==> src/rtl/stack_pkg.sv <==
package stack_pkg;
  typedef enum logic [1:0] {
    OP_PUSH = 2'd0,
    OP_POP  = 2'd1,
    OP_CALL = 2'd2,
    OP_RET  = 2'd3
  } stk_op_e;

  typedef enum logic [2:0] {
    ST_IDLE,
    ST_POP_RD,
    ST_CALL_MID,
    ST_CALL_HI,
    ST_RET_MID,
    ST_RET_LO,
    ST_RET_DONE
  } stk_st_e;

  localparam int ADDR_W = 16;
endpackage

==> src/rtl/stack_ptr.sv <==
module stack_ptr
  import stack_pkg::*;
#(
  parameter logic [ADDR_W-1:0] RESET_VAL = 16'h04FF,
  parameter bit                HAS_HIGH  = 1'b1
) (
  input  logic              clk,
  input  logic              rst_n,
  input  logic              step_dn,
  input  logic              step_up,
  input  logic              reg_we,
  input  logic              reg_sel,
  input  logic [7:0]        reg_wdata,
  output logic [ADDR_W-1:0] sp,
  output logic [7:0]        reg_rdata
);
  generate
    if (HAS_HIGH) begin : g_wide
      logic [15:0] sp_q;
      always_ff @(posedge clk) begin
        if (!rst_n)         sp_q <= RESET_VAL;
        else if (reg_we) begin
          if (reg_sel)      sp_q[15:8] <= reg_wdata;
          else              sp_q[7:0]  <= reg_wdata;
        end
        else if (step_dn)   sp_q <= sp_q - 16'd1;
        else if (step_up)   sp_q <= sp_q + 16'd1;
      end
      assign sp        = sp_q;
      assign reg_rdata = reg_sel ? sp_q[15:8] : sp_q[7:0];
    end else begin : g_narrow
      logic [7:0] sp_q;
      always_ff @(posedge clk) begin
        if (!rst_n)                sp_q <= RESET_VAL[7:0];
        else if (reg_we) begin
          if (!reg_sel)            sp_q <= reg_wdata;
        end
        else if (step_dn)          sp_q <= sp_q - 8'd1;
        else if (step_up)          sp_q <= sp_q + 8'd1;
      end
      assign sp        = {8'h00, sp_q};
      assign reg_rdata = reg_sel ? 8'h00 : sp_q;
    end
  endgenerate
endmodule

==> src/rtl/stack_seq.sv <==
module stack_seq
  import stack_pkg::*;
#(
  parameter int RA_W = 22
) (
  input  logic              clk,
  input  logic              rst_n,
  input  logic              cmd_valid,
  input  logic [1:0]        cmd_op,
  input  logic [7:0]        cmd_data,
  input  logic [RA_W-1:0]   cmd_ra,
  input  logic              reg_we,
  input  logic [ADDR_W-1:0] sp,
  input  logic [7:0]        mem_rdata,
  output logic              cmd_ready,
  output logic              busy,
  output logic [ADDR_W-1:0] mem_addr,
  output logic [7:0]        mem_wdata,
  output logic              mem_we,
  output logic              mem_re,
  output logic              step_dn,
  output logic              step_up,
  output logic              rsp_valid,
  output logic [7:0]        rsp_data,
  output logic [RA_W-1:0]   rsp_ra
);
  localparam int HI_W = RA_W - 16;
  localparam int UP_W = RA_W - 8;

  stk_st_e          state_q, state_d;
  logic [UP_W-1:0]  up_q;
  logic [ADDR_W-1:0] sp_next_up;
  logic [7:0]       hi_byte;
  logic             take;
  stk_op_e          op;

  assign op         = stk_op_e'(cmd_op);
  assign busy       = (state_q != ST_IDLE);
  assign cmd_ready  = !busy && !reg_we;
  assign take       = cmd_valid && cmd_ready;
  assign sp_next_up = sp + 16'd1;

  always_comb begin
    hi_byte = '0;
    hi_byte[HI_W-1:0] = up_q[UP_W-1:8];
  end

  always_comb begin
    state_d   = state_q;
    mem_addr  = sp;
    mem_wdata = '0;
    mem_we    = 1'b0;
    mem_re    = 1'b0;
    step_dn   = 1'b0;
    step_up   = 1'b0;
    rsp_valid = 1'b0;
    rsp_data  = '0;
    rsp_ra    = '0;
    unique case (state_q)
      ST_IDLE: if (take) begin
        unique case (op)
          OP_PUSH: begin
            mem_we = 1'b1; mem_wdata = cmd_data; step_dn = 1'b1;
          end
          OP_POP: begin
            mem_re = 1'b1; mem_addr = sp_next_up; step_up = 1'b1;
            state_d = ST_POP_RD;
          end
          OP_CALL: begin
            mem_we = 1'b1; mem_wdata = cmd_ra[7:0]; step_dn = 1'b1;
            state_d = ST_CALL_MID;
          end
          OP_RET: begin
            mem_re = 1'b1; mem_addr = sp_next_up; step_up = 1'b1;
            state_d = ST_RET_MID;
          end
        endcase
      end
      ST_POP_RD: begin
        rsp_valid = 1'b1; rsp_data = mem_rdata; state_d = ST_IDLE;
      end
      ST_CALL_MID: begin
        mem_we = 1'b1; mem_wdata = up_q[7:0]; step_dn = 1'b1;
        state_d = ST_CALL_HI;
      end
      ST_CALL_HI: begin
        mem_we = 1'b1; mem_wdata = hi_byte; step_dn = 1'b1;
        state_d = ST_IDLE;
      end
      ST_RET_MID: begin
        mem_re = 1'b1; mem_addr = sp_next_up; step_up = 1'b1;
        state_d = ST_RET_LO;
      end
      ST_RET_LO: begin
        mem_re = 1'b1; mem_addr = sp_next_up; step_up = 1'b1;
        state_d = ST_RET_DONE;
      end
      ST_RET_DONE: begin
        rsp_valid = 1'b1; rsp_ra = {up_q, mem_rdata}; state_d = ST_IDLE;
      end
      default: state_d = ST_IDLE;
    endcase
  end

  always_ff @(posedge clk) begin
    if (!rst_n) begin
      state_q <= ST_IDLE;
      up_q    <= '0;
    end else begin
      state_q <= state_d;
      if (state_q == ST_IDLE && take && op == OP_CALL) up_q <= cmd_ra[RA_W-1:8];
      if (state_q == ST_RET_MID) up_q[UP_W-1:8] <= mem_rdata[HI_W-1:0];
      if (state_q == ST_RET_LO)  up_q[7:0]      <= mem_rdata;
    end
  end
endmodule

==> src/rtl/stack_fault.sv <==
module stack_fault
  import stack_pkg::*;
#(
  parameter logic [ADDR_W-1:0] FLOOR  = 16'h0100,
  parameter bit                ENABLE = 1'b1
) (
  input  logic              clk,
  input  logic              rst_n,
  input  logic              mem_we,
  input  logic [ADDR_W-1:0] mem_addr,
  output logic              fault
);
  logic hit;
  assign hit = ENABLE && mem_we && (mem_addr <= FLOOR);

  always_ff @(posedge clk) begin
    if (!rst_n) fault <= 1'b0;
    else        fault <= fault | hit;
  end
endmodule

==> src/rtl/stack_engine.sv <==
module stack_engine
  import stack_pkg::*;
#(
  parameter int                RA_W      = 22,
  parameter logic [ADDR_W-1:0] SRAM_LAST = 16'h04FF,
  parameter logic [ADDR_W-1:0] FLOOR     = 16'h0100,
  parameter bit                HAS_HIGH  = 1'b1
) (
  input  logic              clk,
  input  logic              rst_n,
  input  logic              cmd_valid,
  output logic              cmd_ready,
  input  logic [1:0]        cmd_op,
  input  logic [7:0]        cmd_data,
  input  logic [RA_W-1:0]   cmd_ra,
  output logic              rsp_valid,
  output logic [7:0]        rsp_data,
  output logic [RA_W-1:0]   rsp_ra,
  output logic              busy,
  output logic              fault,
  output logic [ADDR_W-1:0] mem_addr,
  output logic [7:0]        mem_wdata,
  output logic              mem_we,
  output logic              mem_re,
  input  logic [7:0]        mem_rdata,
  input  logic              reg_we,
  input  logic              reg_sel,
  input  logic [7:0]        reg_wdata,
  output logic [7:0]        reg_rdata
);
  logic [ADDR_W-1:0] sp_cur;
  logic              step_dn, step_up;

  stack_ptr #(.RESET_VAL(SRAM_LAST), .HAS_HIGH(HAS_HIGH)) u_ptr (
    .clk, .rst_n, .step_dn, .step_up, .reg_we, .reg_sel, .reg_wdata,
    .sp(sp_cur), .reg_rdata
  );

  stack_seq #(.RA_W(RA_W)) u_seq (
    .clk, .rst_n, .cmd_valid, .cmd_op, .cmd_data, .cmd_ra, .reg_we,
    .sp(sp_cur), .mem_rdata, .cmd_ready, .busy, .mem_addr, .mem_wdata,
    .mem_we, .mem_re, .step_dn, .step_up, .rsp_valid, .rsp_data, .rsp_ra
  );

  stack_fault #(.FLOOR(FLOOR), .ENABLE(HAS_HIGH)) u_fault (
    .clk, .rst_n, .mem_we, .mem_addr, .fault
  );
endmodule

==> config.mk <==
export PLATFORM = sky130hd
export DESIGN_NAME = stack_engine
export DESIGN_NICKNAME = d
export VERILOG_FILES = /design/src/rtl/stack_pkg.sv /design/src/rtl/stack_ptr.sv /design/src/rtl/stack_seq.sv /design/src/rtl/stack_fault.sv /design/src/rtl/stack_engine.sv
export SDC_FILE = /design/constraint.sdc
export NUM_CORES = 1
export LEC_CHECK = 0
export BUFFER_PORTS_ARGS = -buffer_cell sky130_fd_sc_hd__buf_2
export CAP_MARGIN = 20
export CORE_MARGIN = 2
export CORE_UTILIZATION = 54
export DETAILED_ROUTE_END_ITERATION = 12
export PLACE_DENSITY = 0.9
export SYNTH_ARGS = -nofsm -noshare
export SYNTH_HDL_FRONTEND = slang
export SYNTH_HIERARCHICAL = 1
export SYNTH_SLANG_ARGS = --single-unit
==> constraint.sdc <==
create_clock -name clk -period 5.57 [get_ports clk]
set_clock_uncertainty 0.15 [all_clocks]
set_input_delay 0.2785 -clock clk [delete_from_list [all_inputs] [get_ports clk]]
set_output_delay 0.2785 -clock clk [all_outputs]
set_load 0.05 [all_outputs]
==> key figures <==
Detailed routing
  – Via Count: 3753
  – Number of routed nets with antenna violations: 0
  – First-pass iteration count of the detailed router: 6
  – Drc violations: 0
  – DR WL/cell: 17.30 um
  – Iter 0 DRT Violations: 341
  – Drt total wl: 10450 um
  – Drt via density: 6.214

Cells and area
  – Share of cells above drive strength 1: 29.30%
  – Nets: 597
  – Layout area overhead: 20.63%
  – Fin area: 3899 sq um
  – Most frequent cells in the layout: 120 x buf_2, 68 x nand2_1, 34 x dfxtp_1, 31 x and2_1, 27 x o21ai_0
  – Commonest non-fill, non-tap cell in the layout: buf_2
  – N_diodes: 0

CTS
  – TritonCTS clock tree: yes
  – Clock sink total: 34
  – Postcts setup bufs: 0
  – Worst-skew pair later-pin latency: 290 ps
  – CTS root buffer: clkbuf_8
  – Clock slew at the register clock pins of the worst setup and hold paths: 80 ps
  – Htree depth: 2
  – CTS Hold Bufs: 0
  – TritonCTS Buffers: 5
  – Post-CTS sizing: 0
  – CTS Buffer Depth: 2

Setup path
  – Arrival @ worst endpoint: 4020 ps
  – Worst setup EP type: register
  – Crit start category: register
  – Worst R2R Path Depth: 10
  – Crit path required time: 5650 ps
  – WS Path Type: reg2reg
  – R2r endpoint: u_ptr/sp[12]
  – Flop-to-flop setup slack: 1630 ps
  – Reg-to-Reg Start: u_seq/state_q[0]
  – CP max FO: 20

Synth
  – Sequential element share of the synthesized area: 21.06%
  – Leading area contributor after synthesis: dfxtp_1
  – Syn Inst Count: 423
  – Most common flop cell mapped by yosys: dfxtp_1
  – Post-synthesis cell type count: 71
  – EDFF count, synth: 0
  – Main area contributors after synthesis: dfxtp_1 21%, nand2_1 7.9%, and2_1 6.0%
  – Mapped Avg Cell Area: 7.640 sq um
  – Mapped cell area: 3232 sq um
  – Synth Register Bits: 34
  – Post-synth top area share: 21.06%
  – Synth async-reset ratio: 0%
  – Synth Net Count: 492
  – Ys Warns: 6

Timing
  – RSZ-0062 raised after global routing: false
  – Final min period: 3942 ps
  – Relative slew slack: 39.97%
  – Worst-Margin Slew: 893.5 ps
  – F_max: 253.7 MHz
  – Period utilisation layout: 70.78%
  – Setup tns final: 0 ps
  – Final Hold Viols: 0
  – Final setup vio count: 0
  – Max-slew violations: 0

Pwr
  – VDD IR max: 0.0001866 V
  – PwrDens: 256.0 nW/um^2
  – Lkg Pwr: 1.757 nW

Outcome
  – Status: finished clean

Worst hold path
  – Hold endpoint: u_seq/up_q[7]
  – Hold depth: 3
  – Min-Delay Path Class: in2reg
  – Hold path start: cmd_ra[15]

Placed design
  – Detailed placement HPWL: 7961 um
  – Count of port buffers added during placement: 120
  – Final GP Congestion: 0.9504
  – Placed inst area: 3807 sq um

Global route
  – Grt total ovfl: 0
  – Total GRT Usage: 30.87%
  – First-pass GRT wire length: 15670 um
  – Vias in the first global route: 3123
  – Initial antenna violation count: 0
  – Largest net degree at the start of global routing: 36

Die
  – IO Pins: 121
  – Die area: 6619 sq um
  – Initial core utilization: 55.24%
  – Die width: 81.36 um
  – Die Y: 81.36 um
  – Core Area: 5851 sq um
  – Row cnt: 28

Job
  – Max cap viols: 0
[power breakdown]
part,switching (mW),internal [mW]
Clock,0.0929,0.0998
Combinational,0.333,0.167
Sequential,0.0421,0.264
Total,0.468,0.530
[worst max-delay path, stage by stage, from the launching register on]
cell	delay (ps)
dfxtp_1	730
nor3_4	120
nand2_1	260
nand2_1	560
fa_1	670
a21o_1	240
a221oi_2	400
a31oi_2	170
nand3_1	130
mux2_1	330
o21ai_1	120
[worst max path at each step]
stage | startpoint | end | slack, ps
finish | u_seq/state_q[0] | u_ptr/sp[12] | 1630
global route | u_seq/state_q[0] | u_ptr/sp[12] | 1420
CTS | u_seq/state_q[0] | u_ptr/sp[12] | 1710
detailed placement | u_seq/state_q[0] | u_ptr/sp[12] | 1720
global placement | u_seq/state_q[0] | u_ptr/sp[12] | 1870
floorplan | u_seq/state_q[2] | u_ptr/sp[12] | 2140
[metrics by stage]
step	hold WS [ps]	std cells	power (mW)	setup WS (ps)	util [%]
2_1_floorplan	247.3	423	0.6787	2144	-
3_3_place_gp	278.0	596	0.7922	1867	65.08
3_5_place_dp	302.0	596	0.7993	1723	65.08
4_1_cts	98.69	604	0.9895	1713	66.64
5_1_grt	100.1	604	1.049	1419	66.64
6_report	106.8	604	0.9980	1628	66.64
[flip-flops by register name, summed over array words and instances (netlist names)]
register,flops
u_seq/state_q,3
u_ptr/sp,16
u_fault/fault,1
u_seq/up_q,14
[logic make-up (layout without fill, tap and decap cells)]
logic type               count (synthesis)  after routing  synth area share [%]
buffers and inverters                   31            137                 4.723
AO/OA/AOI/OAI                          114            114                 23.04
flip-flops                              34             34                 21.06
XOR/XNOR                                25             25                 6.775
AND/OR/NAND/NOR                        174            174                 28.42
multiplexers                            29             29                 9.562
adder cells (fa/ha/maj)                 16             16                 6.427
[area by class of cell]
type                    count  area (sq um)
clock buffers               7         86.33
clock inverters             1         5.005
fillers                   495          1952
inverters                   9         33.78
multi-input cells         358          2399
flip-flops and latches     34         680.7
well taps                  75         93.84
repair buffers            120         600.6
[per-layer routing]
metal  GRT usage (%)  up-vias  part of all wire (%)
met4           7.966        0                   1.7
met1           42.78     1720                    41
met3           8.889       22                    12
li1                -     1754                     -
met2           46.80      257                    45
met5               0        -                     0
[Yosys cell counts (8+ instances only)]
library cell,instances
xnor2_1,11
nand2_1,68
a31oi_1,18
o211ai_1,9
a21oi_1,17
nor2_1,20
ha_1,15
nand3_1,9
mux2i_1,17
inv_1,8
xor2_1,14
and2_1,31
mux2_2,8
dfxtp_1,34
o21ai_0,27
(Power assumes the default switching activity.)
